$ cat config.mk
export PLATFORM = sky130hd
export DESIGN_NAME = irq_csr_view
export DESIGN_NICKNAME = d
export VERILOG_FILES = /design/src/rtl/irq_view_pkg.sv /design/src/rtl/irq_view_decode.sv /design/src/rtl/irq_view_regs.sv /design/src/rtl/irq_view_rdmux.sv /design/src/rtl/irq_csr_view.sv
export SDC_FILE = /design/constraint.sdc
export NUM_CORES = 1
export LEC_CHECK = 0
export BUFFER_PORTS_ARGS = -buffer_cell sky130_fd_sc_hd__clkbuf_2
export CORE_MARGIN = 2
export CORE_UTILIZATION = 49
export DETAILED_ROUTE_END_ITERATION = 8
export HOLD_SLACK_MARGIN = 0.15
export PLACE_DENSITY = 0.86
export SLEW_MARGIN = 20
export SYNTH_ARGS = -nofsm -noshare
export SYNTH_HDL_FRONTEND = slang
export SYNTH_SLANG_ARGS = --single-unit
$ cat constraint.sdc
create_clock -name clk -period 2.4 [get_ports clk]
set_input_delay 0.12 -clock clk [delete_from_list [all_inputs] [get_ports clk]]
set_output_delay 0.12 -clock clk [all_outputs]
set_load 0.01 [all_outputs]
$ cat src/rtl/irq_view_pkg.sv
package irq_view_pkg;

  localparam int IRQ_W = 12;

  localparam int B_MEXT = 11;
  localparam int B_SEXT = 9;
  localparam int B_UEXT = 8;
  localparam int B_MTIM = 7;
  localparam int B_STIM = 5;
  localparam int B_UTIM = 4;
  localparam int B_MSW  = 3;
  localparam int B_SSW  = 1;
  localparam int B_USW  = 0;

  // distance from a machine bit down to its supervisor counterpart
  localparam int FOLD_SHIFT = B_MEXT - B_SEXT;

  typedef logic [IRQ_W-1:0] irq_vec_t;

  typedef enum logic [2:0] {
    SEL_MPEND = 3'd0,
    SEL_MEN   = 3'd1,
    SEL_DELEG = 3'd2,
    SEL_SPEND = 3'd3,
    SEL_SEN   = 3'd4
  } irq_sel_e;

  localparam irq_vec_t M_MASK  = irq_vec_t'((1 << B_MEXT) | (1 << B_MTIM) | (1 << B_MSW));
  localparam irq_vec_t S_MASK  = irq_vec_t'((1 << B_SEXT) | (1 << B_STIM) | (1 << B_SSW));
  localparam irq_vec_t U_MASK  = irq_vec_t'((1 << B_UEXT) | (1 << B_UTIM) | (1 << B_USW));
  localparam irq_vec_t SU_MASK = S_MASK | U_MASK;
  localparam irq_vec_t SSW_BIT = irq_vec_t'(1 << B_SSW);

  function automatic irq_vec_t merge_bits(irq_vec_t old_v, irq_vec_t new_v, irq_vec_t mask);
    return (old_v & ~mask) | (new_v & mask);
  endfunction

  function automatic irq_vec_t legal_pend_wr(irq_vec_t old_v, irq_vec_t wr_v);
    return merge_bits(old_v, wr_v, S_MASK);
  endfunction

  function automatic irq_vec_t legal_en_wr(irq_vec_t old_v, irq_vec_t wr_v);
    return merge_bits(old_v, wr_v, M_MASK | S_MASK);
  endfunction

  function automatic irq_vec_t sview_pend(irq_vec_t pend, irq_vec_t dlg);
    irq_vec_t direct;
    irq_vec_t folded;
    direct = pend & dlg & SU_MASK;
    folded = (pend & dlg & M_MASK) >> FOLD_SHIFT;
    return direct | folded;
  endfunction

  function automatic irq_vec_t sview_en(irq_vec_t en, irq_vec_t dlg);
    return en & dlg & SU_MASK;
  endfunction

  function automatic irq_vec_t lift_spend(irq_vec_t old_v, irq_vec_t dlg, irq_vec_t wr_v);
    return merge_bits(old_v, wr_v & dlg, SSW_BIT);
  endfunction

  function automatic irq_vec_t lift_sen(irq_vec_t old_v, irq_vec_t dlg, irq_vec_t wr_v);
    return merge_bits(old_v, wr_v, dlg & SU_MASK);
  endfunction

endpackage

$ cat src/rtl/irq_view_decode.sv
module irq_view_decode (
  input  logic       csr_we,
  input  logic [2:0] csr_sel,
  output logic       wr_mpend,
  output logic       wr_men,
  output logic       wr_deleg,
  output logic       wr_spend,
  output logic       wr_sen
);
  import irq_view_pkg::*;

  irq_sel_e sel_e;

  always_comb begin
    sel_e    = irq_sel_e'(csr_sel);
    wr_mpend = 1'b0;
    wr_men   = 1'b0;
    wr_deleg = 1'b0;
    wr_spend = 1'b0;
    wr_sen   = 1'b0;
    if (csr_we) begin
      case (sel_e)
        SEL_MPEND: wr_mpend = 1'b1;
        SEL_MEN:   wr_men   = 1'b1;
        SEL_DELEG: wr_deleg = 1'b1;
        SEL_SPEND: wr_spend = 1'b1;
        SEL_SEN:   wr_sen   = 1'b1;
        default:   ;
      endcase
    end
  end

endmodule

$ cat src/rtl/irq_view_regs.sv
module irq_view_regs #(
  parameter int XLEN = 64
) (
  input  logic                          clk,
  input  logic                          rst_n,
  input  logic                          wr_mpend,
  input  logic                          wr_men,
  input  logic                          wr_deleg,
  input  logic                          wr_spend,
  input  logic                          wr_sen,
  input  logic [XLEN-1:0]               wdata,
  input  irq_view_pkg::irq_vec_t        hw_vec,
  output irq_view_pkg::irq_vec_t        pend_q,
  output irq_view_pkg::irq_vec_t        en_q,
  output logic [XLEN-1:0]               dlg_q
);
  import irq_view_pkg::*;

  irq_vec_t sw_pend_q;
  irq_vec_t hw_pend_q;
  irq_vec_t wr_low;
  irq_vec_t dlg_low;

  assign wr_low  = wdata[IRQ_W-1:0];
  assign dlg_low = dlg_q[IRQ_W-1:0];

  // hardware sources: one register stage, level-following
  always_ff @(posedge clk or negedge rst_n) begin
    if (!rst_n) hw_pend_q <= '0;
    else        hw_pend_q <= hw_vec;
  end

  // software-held pending bits
  always_ff @(posedge clk or negedge rst_n) begin
    if (!rst_n)        sw_pend_q <= '0;
    else if (wr_mpend) sw_pend_q <= legal_pend_wr(sw_pend_q, wr_low);
    else if (wr_spend) sw_pend_q <= lift_spend(sw_pend_q, dlg_low, wr_low);
  end

  always_ff @(posedge clk or negedge rst_n) begin
    if (!rst_n)      en_q <= '0;
    else if (wr_men) en_q <= legal_en_wr(en_q, wr_low);
    else if (wr_sen) en_q <= lift_sen(en_q, dlg_low, wr_low);
  end

  always_ff @(posedge clk or negedge rst_n) begin
    if (!rst_n)        dlg_q <= '0;
    else if (wr_deleg) dlg_q <= wdata;
  end

  assign pend_q = sw_pend_q | hw_pend_q;

endmodule

$ cat src/rtl/irq_view_rdmux.sv
module irq_view_rdmux #(
  parameter int XLEN = 64
) (
  input  logic [2:0]             csr_sel,
  input  irq_view_pkg::irq_vec_t pend_q,
  input  irq_view_pkg::irq_vec_t en_q,
  input  logic [XLEN-1:0]        dlg_q,
  output irq_view_pkg::irq_vec_t spend_view,
  output irq_view_pkg::irq_vec_t sen_view,
  output logic [XLEN-1:0]        rdata
);
  import irq_view_pkg::*;

  localparam int PAD_W = XLEN - IRQ_W;

  irq_vec_t dlg_low;
  irq_sel_e sel_e;

  assign dlg_low    = dlg_q[IRQ_W-1:0];
  assign spend_view = sview_pend(pend_q, dlg_low);
  assign sen_view   = sview_en(en_q, dlg_low);

  always_comb begin
    sel_e = irq_sel_e'(csr_sel);
    case (sel_e)
      SEL_MPEND: rdata = {{PAD_W{1'b0}}, pend_q};
      SEL_MEN:   rdata = {{PAD_W{1'b0}}, en_q};
      SEL_DELEG: rdata = dlg_q;
      SEL_SPEND: rdata = {{PAD_W{1'b0}}, spend_view};
      SEL_SEN:   rdata = {{PAD_W{1'b0}}, sen_view};
      default:   rdata = '0;
    endcase
  end

endmodule

$ cat src/rtl/irq_csr_view.sv
module irq_csr_view #(
  parameter int XLEN = 64
) (
  input  logic            clk,
  input  logic            rst_n,
  input  logic            csr_we,
  input  logic [2:0]      csr_sel,
  input  logic [XLEN-1:0] csr_wdata,
  input  logic            hw_pend_mext,
  input  logic            hw_pend_mtim,
  input  logic            hw_pend_msw,
  input  logic            hw_pend_sext,
  output logic [XLEN-1:0] csr_rdata,
  output logic [11:0]     mip_q,
  output logic [11:0]     mie_q,
  output logic [XLEN-1:0] mideleg_q
);
  import irq_view_pkg::*;

  logic     wr_mpend;
  logic     wr_men;
  logic     wr_deleg;
  logic     wr_spend;
  logic     wr_sen;
  irq_vec_t hw_vec;
  irq_vec_t spend_view;
  irq_vec_t sen_view;

  always_comb begin
    hw_vec         = '0;
    hw_vec[B_MEXT] = hw_pend_mext;
    hw_vec[B_MTIM] = hw_pend_mtim;
    hw_vec[B_MSW]  = hw_pend_msw;
    hw_vec[B_SEXT] = hw_pend_sext;
  end

  irq_view_decode u_dec (
    .csr_we   (csr_we),
    .csr_sel  (csr_sel),
    .wr_mpend (wr_mpend),
    .wr_men   (wr_men),
    .wr_deleg (wr_deleg),
    .wr_spend (wr_spend),
    .wr_sen   (wr_sen)
  );

  irq_view_regs #(.XLEN(XLEN)) u_regs (
    .clk      (clk),
    .rst_n    (rst_n),
    .wr_mpend (wr_mpend),
    .wr_men   (wr_men),
    .wr_deleg (wr_deleg),
    .wr_spend (wr_spend),
    .wr_sen   (wr_sen),
    .wdata    (csr_wdata),
    .hw_vec   (hw_vec),
    .pend_q   (mip_q),
    .en_q     (mie_q),
    .dlg_q    (mideleg_q)
  );

  irq_view_rdmux #(.XLEN(XLEN)) u_rd (
    .csr_sel    (csr_sel),
    .pend_q     (mip_q),
    .en_q       (mie_q),
    .dlg_q      (mideleg_q),
    .spend_view (spend_view),
    .sen_view   (sen_view),
    .rdata      (csr_rdata)
  );

endmodule

==> impl_metrics.csv, run 1 <==
group,metric,value,unit
run_status,status,"finished clean",
synth,synthDistinctLibCells,43,
synth,synth_fa_ha_area_frac,0,
critical_path,critical_path.top_delay_family,"simple AND/OR/NAND/NOR gates",
finish,areaGrowthSynthToFinish,45.0,%
floorplan,io-pin-count,226,
sta,hold_viol_final,0,
cts,cts_resized,0,
synth,yosys.area_share.simple,0.144,
drt,wl,12.5,mm
cts,cts_tree,"built",
hold_path,hold_path_class,"in -> reg",
floorplan,die_y,96.6,µm
drt,route.detailed.drc,0,
cts,cts_buffer_depth,2,
critical_path,slowest_stage,"or3b_2",
power_and_ir_drop,power_frac_seq,0.456,
synth,synth.yosys.seq_area_share,0.476,
critical_path,crit_arrival,1.65,ns
synth,synth_xor_area_frac,0,
grt,grt_pass1_vias,3799,
drt,via_per_inst,5.14,
sta,rsz0062_at_grt,"no",
critical_path,crit-reg2reg-launch,"u_regs.dlg_q[1]",
placed_design,hpwl,7.59,mm
critical_path,cp-endpoint,"csr_rdata[9]",
critical_path,required,2.28,ns
drt,avgRoutedWirePerCell,17.7,µm
synth,dominantRegCellSynth,"dfrtp_1",
finish,n_antenna_cell,0,
placed_design,dp_slack,0.641,ns
floorplan,dieArea,9340,µm²
drt,ant_nets,0,
synth,async_flop_share,1.00,
power_and_ir_drop,max-vdd-ir-drop,0.493,mV
synth,syn_area_per_cell,13.1,µm²
critical_path,crit_fanout,4,
synth,muxShareOfSynthArea,0.254,
grt,grt_usage,0.266,
synth,synth_top_family_by_area,"multiplexers",
synth,synth_top_area_share,0.476,
sta,finalClockSkew,0.00508,ns
cts,cts.sinks,80,
hold_path,whs_path_depth,3,
finish,finalNonFillerCells,707,
cts,cts_hold_buf,69,
drt,drt_iter0_drc,111,
floorplan,coreArea,8260,µm²
critical_path,r2r_cells,3,
synth,synth_top_area_cell,"dfrtp_1",
sta,finalSetupTns,0,ns
power_and_ir_drop,pwr-share-clk,0.229,
floorplan,die_w,96.6,µm
critical_path,cp_num_buf_inv,1,
sta,min_period,1.77,ns
critical_path,rrSetupSlack,1.32,ns
cts,cts_htree_levels,3,
synth,synth_edf_count,0,
cts,numCtsBuffers,9,
cts,cts_setup_buffers,0,
power_and_ir_drop,switching_share,0.323,
sta,slew_violations,0,
finish,drive_above_1_share,0.522,
grt,grt-ovfl-total,0,
synth,syn-instance-count,322,
floorplan,rows,33,
critical_path,timing.rr.end,"u_regs.sw_pend_q[1]",
sta,setup_ws,0.627,ns
drt,num_vias,3631,
power_and_ir_drop,p_total,4.22,mW
synth,netlist_area,4200,µm²
synth,synth_compound_area_frac,0.0506,
power_and_ir_drop,power.leakage,3.16,nW
critical_path,crit_path_start,"u_regs.sw_pend_q[9]",
sta,setup_viol,0,
synth,ys_top_cells_by_area,"dfrtp_1 (48%), mux2_4 (21%), and2_1 (8.5%)",
cts,cts-root-buf,"clkbuf_8",
critical_path,startpoint_type,"flip-flop",
power_and_ir_drop,powerDensity,692,nW/µm²
critical_path,path_class,"reg -> out",
finish,nets,671,
critical_path,cp_cell_sequence,"or3b_2 -> a32oi_1 -> o311ai_1 -> clkbuf_2",
sta,slew_headroom,0.583,
critical_path,cp_num_cells,4,
sta,max_freq,564,MHz
power_and_ir_drop,cellInternalPower,2.86,mW
synth,synth_warnings,0,
floorplan,start_util,0.509,
placed_design,dp.cells,622,
critical_path,end_kind,"output port",
grt,grt_pass1_wl,20.0,mm
synth,synth_seq_cells,80,
grt,antenna_found_initial,0,
drt,first_pass_iters,4,
flow_run,drv_cap,0,
grt,grt_max_degree,81,
placed_design,place_congestion,0.783,
power_and_ir_drop,switchingPower,1.36,mW
critical_path,cpPeakStageDelay,0.44,ns
power_and_ir_drop,combPwrFrac,0.315,
cts,path_clk_slew,0.09,ns
cts,clk_latency,0.34,ns
sta,tightest_slew,0.624,ns
sta,finalCritPeriodShare,0.739,
placed_design,io_buffers,216,
## metal layers
layer,vias to the layer above,routed length [µm],track usage
li1,1625,-,-
met2,171,6690,0.473
met3,28,745,0.0564
met4,0,359,0.109
met5,-,0,0
met1,1807,4730,0.310
## cells in the final DEF (no fill, tap or decap), drive strengths merged, types with 2 or more instances in the layout
master,synthesis,routed
clkbuf,8,225
dfrtp,80,80
mux2,75,75
dlygate4sd3,0,69
and2,57,57
a21oi,11,11
conb,1,9
nand2,7,7
nor2,7,7
inv,5,5
buf,25,5
nor2b,4,4
o21ai,4,4
nand3,4,4
nand2b,4,4
o2bb2ai,3,3
a211oi,3,3
o31ai,3,3
clkinv,0,3
and3,2,2
nand4,2,2
a22oi,2,2
a211o,2,2
clkinvlp,0,2
nor3,2,2
## kinds of logic (layout without fill, tap and decap cells)
kind of cell,Yosys count,in the layout
flip-flops,80,80
buffers and inverters,38,310
other,1,9
AO/OA/AOI/OAI,32,32
AND/OR/NAND/NOR,96,96
multiplexers,75,75
## tightest hold or removal path, stage by stage
cell	delay (ns)
clkbuf_2	0.13
or2b_1	0.19
o31ai_1	0.06
## final cells by class
cell class	instances	area [µm²]
inverter	5	18.8
sequential	80	2000
timing repair buffer	289	1830
multi-input combinational	212	1930
tap	105	131
clock inverter	6	60.1
fill	549	2160
clock buffer	10	128
## worst min path at each step
stage,startpoint,to
2_1_floorplan,rst_n,asynchronous set/reset pin
3_5_place_dp,rst_n,u_regs.dlg_q[60]
6_report,csr_we,flip-flop
3_3_place_gp,rst_n,u_regs.dlg_q[59]
4_1_cts,csr_we,flip-flop
5_1_grt,csr_we,flip-flop
## cells in the mapped netlist (3+ instances only)
| library cell | instances |
|---|---|
| dfrtp_1 | 80 |
| mux2_4 | 60 |
| and2_1 | 57 |
| buf_4 | 14 |
| mux2_2 | 12 |
| a21oi_1 | 11 |
| nand2_1 | 7 |
| buf_12 | 6 |
| clkbuf_1 | 5 |
| inv_1 | 5 |
| nor2_1 | 5 |
| buf_2 | 4 |
| nand3_1 | 4 |
| nor2b_1 | 4 |
| o21ai_0 | 4 |
| a211oi_1 | 3 |
| clkbuf_2 | 3 |
| mux2_1 | 3 |
| o2bb2ai_1 | 3 |
| o31ai_1 | 3 |
## power groups by stage
stage | registers, mW | clock network, mW | logic [mW]
global placement | 1.91 | 0 | 1.19
CTS | 1.91 | 0.989 | 1.31
global route | 1.97 | 1.04 | 1.41
finish | 1.93 | 0.966 | 1.33
floorplan | 1.99 | 0 | 0.607
detailed placement | 1.92 | 0 | 1.23
## metrics by stage
step | utilization | hold slack, ns | cell area [µm²]
floorplan | - | -0.176 | 4230
global placement | 0.632 | 0.172 | 5220
detailed placement | 0.632 | 0.181 | 5220
CTS | 0.738 | 0.171 | 6100
global route | 0.738 | 0.183 | 6100
finish | 0.738 | 0.198 | 6100
## sequential cells by signal, summed over array words and instances (netlist names), named ones only
signal	flops
u_regs.sw_pend_q	3
u_regs.en_q	6
u_regs.dlg_q	64
u_regs.hw_pend_q	4
Power figures use the tool's default switching activity.
==> run 2: changes to the inputs <==
--- a/config.mk
+++ b/config.mk
@@ -7,10 +7,10 @@
 export LEC_CHECK = 0
 export BUFFER_PORTS_ARGS = -buffer_cell sky130_fd_sc_hd__clkbuf_2
 export CORE_MARGIN = 2
-export CORE_UTILIZATION = 49
+export CORE_UTILIZATION = 41
 export DETAILED_ROUTE_END_ITERATION = 8
 export HOLD_SLACK_MARGIN = 0.15
-export PLACE_DENSITY = 0.86
+export PLACE_DENSITY = 0.77
 export SLEW_MARGIN = 20
 export SYNTH_ARGS = -nofsm -noshare
 export SYNTH_HDL_FRONTEND = slang
==> constraint.sdc (replaced) <==
create_clock -name clk -period 1.5 [get_ports clk]
set_input_delay 0.075 -clock clk [delete_from_list [all_inputs] [get_ports clk]]
set_output_delay 0.075 -clock clk [all_outputs]
set_load 0.01 [all_outputs]
==> run 2 against run 1 <==
The run now ends with negative setup slack left. Clock skew is 0.0036 ns lower. Core utilization is 9.7 points lower. Worst setup slack worse by 0.79 ns. Sequential power is 59% higher. Critical endpoint unchanged. Largest cell class unchanged. Largest power group unchanged.
==> impl_metrics.csv, run 2 (same netlist as run 1, synthesis figures left out) <==
group,metric,value,unit
finish,areaGrowthSynthToFinish,50.4,%
power_and_ir_drop,power.leakage,3.26,nW
grt,grt_pass1_wl,20.2,mm
grt,grt_busiest_layer,"met2",
grt,use_met2,0.425,
critical_path,crit_fanout,2,
floorplan,start_util,0.426,
floorplan,dieArea,11100,µm²
drt,drt_iter0_drc,140,
critical_path,startpoint_type,"flip-flop",
cts,cts_htree_levels,3,
grt,grtUsageMet3,0.0482,
sta,rsz0062_at_grt,"yes",
critical_path,rrSetupSlack,0.40,ns
sta,min_period,1.66,ns
finish,layout_common_cells,"clkbuf_2 (215), dfrtp_1 (80), dlygate4sd3_1 (71), mux2_4 (60), and2_1 (57)",
run_status,failed_checks,"negative setup slack",
finish,drive_above_1_share,0.532,
finish,reg_top3,"u_regs.dlg_q (64), u_regs.en_q (6), u_regs.hw_pend_q (4)",
run_status,status,"finished, violations left",
cts,cts.sinks,80,
floorplan,die_w,105,µm
flow_run,drv_cap,0,
critical_path,required,1.42,ns
cts,clk_latency,0.35,ns
floorplan,io-pin-count,226,
floorplan,rows,36,
drt,ant_nets,0,
drt,wl,12.7,mm
sta,hold_viol_final,0,
finish,largest_register_ffs,64,
critical_path,r2r_cells,3,
floorplan,coreArea,9860,µm²
grt,antenna_found_initial,0,
grt,grt_max_degree,44,
cts,path_clk_slew,0.08,ns
placed_design,io_buffers,216,
finish,nets,685,
cts,numCtsBuffers,9,
sta,max_freq,601,MHz
sta,slew_violations,0,
power_and_ir_drop,max-vdd-ir-drop,0.587,mV
placed_design,dp.cells,659,
drt,num_vias,3608,
finish,n_antenna_cell,0,
finish,finalNonFillerCells,749,
sta,finalSetupTns,-0.301,ns
drt,avgRoutedWirePerCell,17.0,µm
cts,cts_buffer_depth,2,
cts,cts_tree,"built",
critical_path,end_kind,"output port",
critical_path,cp-endpoint,"csr_rdata[9]",
drt,via_per_inst,4.82,
critical_path,timing.rr.end,"u_regs.sw_pend_q[1]",
sta,setup_viol,3,
hold_path,hold_path_class,"in -> reg",
placed_design,place_congestion,0.861,
critical_path,crit-reg2reg-launch,"u_regs.dlg_q[1]",
sta,setup_ws,-0.163,ns
sta,finalCritPeriodShare,1.11,
placed_design,hpwl,8.05,mm
cts,cts-root-buf,"clkbuf_8",
grt,grt_pass1_vias,3877,
drt,first_pass_iters,4,
power_and_ir_drop,powerDensity,1110,nW/µm²
grt,grt-ovfl-total,0,
critical_path,path_class,"reg -> out",
finish,top_register,"u_regs.dlg_q",
sta,finalClockSkew,0.00144,ns
critical_path,crit_path_start,"u_regs.sw_pend_q[9]",
drt,route.detailed.drc,0,
grt,grt_usage,0.232,
critical_path,crit_arrival,1.59,ns
floorplan,die_y,105,µm
finish,final_common_cell,"clkbuf_2",
grt,grtUsageMet1,0.259,
## run 2: timing repair
action	4_1_cts	5_1_grt
hold buffers	71	0
pin swaps	4	0
setup buffers	2	1
hold endpoints to repair	160	0
endpoints found under the setup margin	3	5
gates resized for setup	1	1
## run 2: worst min-delay path by stage
stage                                 end       start  slack (ns)  cells past startpoint
3_5_place_dp               u_regs.en_q[0]       rst_n       -0.08                      1
3_3_place_gp               u_regs.en_q[0]       rst_n       -0.08                      1
4_1_cts               u_regs.sw_pend_q[1]  csr_sel[2]        0.20                      4
6_report              u_regs.sw_pend_q[1]  csr_sel[2]        0.22                      4
5_1_grt               u_regs.sw_pend_q[1]  csr_sel[2]        0.23                      4
2_1_floorplan  asynchronous set/reset pin       rst_n       -0.22                      0
## run 2: final cells by class
type,instances,area (µm²)
Clock inverter,6,82.6
Fill cell,730,3540
Timing Repair Buffer,303,1980
Clock buffer,10,138
Tap cell,133,166
Inverter,5,18.8
Multi-Input combinational cell,212,1940
Sequential cell,80,2000
## run 2: metal layers
| metal | routed length, µm | up-vias |
|---|---|---|
| met5 | 0 | - |
| met4 | 284 | 0 |
| met3 | 847 | 24 |
| met2 | 6820 | 172 |
| li1 | - | 1658 |
| met1 | 4750 | 1754 |
## run 2: worst max-delay path: stages (launching register included)
cell and delay [ns]:
dfrtp_1 0.39, or3b_4 0.38, a32oi_1 0.17, o311ai_1 0.14, clkbuf_2 0.16
## run 2: metrics by stage
step	hold slack [ns]	util	cell area, µm²	total power [mW]	setup slack (ns)
2_1_floorplan	-0.221	-	4230	4.15	0.335
3_3_place_gp	-0.0770	0.543	5360	4.99	0.176
3_5_place_dp	-0.0787	0.543	5360	5.05	0.158
4_1_cts	0.199	0.639	6310	7.01	-0.179
5_1_grt	0.227	0.641	6320	7.37	-0.257
6_report	0.220	0.641	6320	7.03	-0.163
## run 2: power breakdown
group	total, mW	switching [mW]	internal [mW]
registers	3.06	0.440	2.62
logic	2.19	0.950	1.24
clock network	1.78	0.805	0.975
total	7.03	2.20	4.84
==> run 3: changes to the inputs <==
--- a/config.mk
+++ b/config.mk
@@ -7,10 +7,10 @@
 export LEC_CHECK = 0
 export BUFFER_PORTS_ARGS = -buffer_cell sky130_fd_sc_hd__clkbuf_2
 export CORE_MARGIN = 2
-export CORE_UTILIZATION = 41
+export CORE_UTILIZATION = 49
 export DETAILED_ROUTE_END_ITERATION = 8
 export HOLD_SLACK_MARGIN = 0.15
-export PLACE_DENSITY = 0.77
+export PLACE_DENSITY = 0.86
 export SLEW_MARGIN = 20
 export SYNTH_ARGS = -nofsm -noshare
 export SYNTH_HDL_FRONTEND = slang
==> constraint.sdc (replaced) <==
create_clock -name clk -period 2 [get_ports clk]
set_input_delay 0.1 -clock clk [delete_from_list [all_inputs] [get_ports clk]]
set_output_delay 0.1 -clock clk [all_outputs]
set_load 0.01 [all_outputs]
==> run 3 against run 2 <==
The run now ends clean. Clock power down 35%. Sequential power down 25%. Count of clock-buffer cells in the layout unchanged. Register-to-register slack better by 0.53 ns. Via count unchanged. Final cell count down 5.2%. Global-route usage up 3.1 points. Routed wire length down 1.4%. Combinational power down 27%. Largest cell class unchanged. Largest power group unchanged.
==> impl_metrics.csv, run 3 (same netlist as run 1, synthesis figures left out) <==
group,metric,value,unit
critical_path,critical_path.top_delay_family,"simple AND/OR/NAND/NOR gates",
finish,multi_input_area,1930,µm²
cts,cts_tree,"built",
grt,grt-ovfl-total,0,
sta,finalSetupTns,0,ns
drt,avgRoutedWirePerCell,17.6,µm
finish,final_common_cell,"clkbuf_2",
power_and_ir_drop,powerDensity,826,nW/µm²
critical_path,crit_fanout,3,
grt,antenna_found_initial,0,
finish,drive_above_1_share,0.524,
power_and_ir_drop,cellInternalPower,3.43,mW
sta,finalCritPeriodShare,0.887,
finish,seq_area,2000,µm²
critical_path,crit_path_start,"u_regs.hw_pend_q[9]",
cts,cts.sinks,80,
power_and_ir_drop,pwr-share-clk,0.228,
grt,grt_pass1_vias,3820,
finish,n_antenna_cell,0,
hold_path,hold_path_class,"in -> reg",
critical_path,path_class,"reg -> out",
power_and_ir_drop,switchingPower,1.63,mW
critical_path,cpPeakStageDelay,0.46,ns
finish,layout_common_cells,"clkbuf_2 (215), dfrtp_1 (80), dlygate4sd3_1 (69), mux2_4 (60), and2_1 (57)",
cts,path_clk_slew,0.08,ns
floorplan,start_util,0.509,
floorplan,coreArea,8260,µm²
drt,wl,12.5,mm
finish,largest_register_ffs,64,
floorplan,io-pin-count,226,
finish,areaGrowthSynthToFinish,45.9,%
floorplan,rows,33,
critical_path,crit-reg2reg-launch,"u_regs.dlg_q[1]",
cts,cts_buffer_depth,2,
drt,route.detailed.drc,0,
placed_design,hpwl,8.03,mm
floorplan,die_y,96.6,µm
run_status,status,"finished clean",
sta,setup_viol,0,
critical_path,startpoint_type,"flip-flop",
power_and_ir_drop,max-vdd-ir-drop,0.419,mV
sta,tightest_slew,0.567,ns
sta,slew_headroom,0.622,
placed_design,io_buffers,216,
cts,cts_setup_buffers,0,
cts,numCtsBuffers,9,
grt,grt_pass1_wl,19.8,mm
flow_run,drv_cap,0,
hold_path,hold_start,"csr_we",
drt,drt_iter0_drc,98,
drt,num_vias,3608,
placed_design,place_congestion,0.806,
drt,ant_nets,0,
cts,clk_latency,0.34,ns
finish,top_register,"u_regs.dlg_q",
power_and_ir_drop,switching_share,0.323,
sta,finalClockSkew,0.00681,ns
floorplan,die_w,96.6,µm
sta,slew_violations,0,
floorplan,dieArea,9340,µm²
grt,grt_usage,0.263,
sta,max_freq,563,MHz
finish,nets,674,
power_and_ir_drop,power_frac_seq,0.457,
critical_path,cp_num_buf_inv,1,
critical_path,slowest_stage,"or3b_2",
power_and_ir_drop,combPwrFrac,0.315,
finish,nFillCells,503,
finish,utilization,0.743,
drt,via_per_inst,5.08,
grt,grt_max_degree,46,
drt,first_pass_iters,5,
sta,hold_viol_final,0,
critical_path,cp_cell_sequence,"or3b_2 -> a32oi_1 -> o311ai_1 -> clkbuf_2",
critical_path,end_kind,"output port",
cts,cts-root-buf,"clkbuf_8",
critical_path,required,1.90,ns
critical_path,crit_arrival,1.67,ns
sta,min_period,1.77,ns
cts,cts_htree_levels,3,
power_and_ir_drop,power.leakage,3.18,nW
finish,reg_top3,"u_regs.dlg_q (64), u_regs.en_q (6), u_regs.hw_pend_q (4)",
sta,rsz0062_at_grt,"no",
run 3: area by class of cell:
class                           instances  area share
Sequential cell                        80       0.326
Timing Repair Buffer                  292       0.304
Clock buffer                           10      0.0208
Clock inverter                          6     0.00979
Inverter                                5     0.00306
Tap cell                              105      0.0214
Multi-Input combinational cell        212       0.314
run 3: per-stage QoR:
step                cell area (µm²)  hold slack (ns)  total power [mW]  setup WS [ns]  instances
floorplan                      4230           -0.196              3.11          0.810        330
global placement               5250           0.0903              3.72          0.555        625
detailed placement             5250           0.0929              3.79          0.522        625
CTS                            6130            0.163              5.06          0.200        710
global route                   6130            0.194              5.31          0.140        710
finish                         6130            0.186              5.07          0.225        710
run 3: power by group through the flow:
stage,Combinational (mW),Clock (mW),Sequential (mW)
2_1_floorplan,0.728,0,2.39
3_3_place_gp,1.43,0,2.29
3_5_place_dp,1.48,0,2.31
4_1_cts,1.58,1.18,2.29
5_1_grt,1.70,1.25,2.36
6_report,1.60,1.16,2.31
run 3: worst paths after layout:
check | end | slack, ns | cells after the start
max | csr_rdata[9] | 0.23 | 4
min | flip-flop | 0.19 | 3
max reg2reg | u_regs.sw_pend_q[1] | 0.93 | 3
min reg2reg | u_regs.en_q[4] | 0.54 | 1
max in group asynchronous | u_regs.dlg_q[12] | 1.14 | 3
min in group asynchronous | u_regs.en_q[0] | 0.25 | 2
run 3: worst min-delay path: stages:
cell and delay, ns:
clkbuf_2 0.13, or2b_1 0.20, o31ai_1 0.07
run 3: repair_timing:
action	CTS	global route
gates resized for setup	0	0
hold buffers	69	0
hold endpoints to repair	160	0
setup endpoints to repair	0	0
run 3: per-layer routing:
layer / vias to the layer above / GRT usage / part of all wire
met5: - / 0 / 0
met4: 0 / 0.104 / 0.030
met3: 29 / 0.0629 / 0.068
met2: 181 / 0.463 / 0.52
met1: 1769 / 0.310 / 0.38
li1: 1629 / - / -
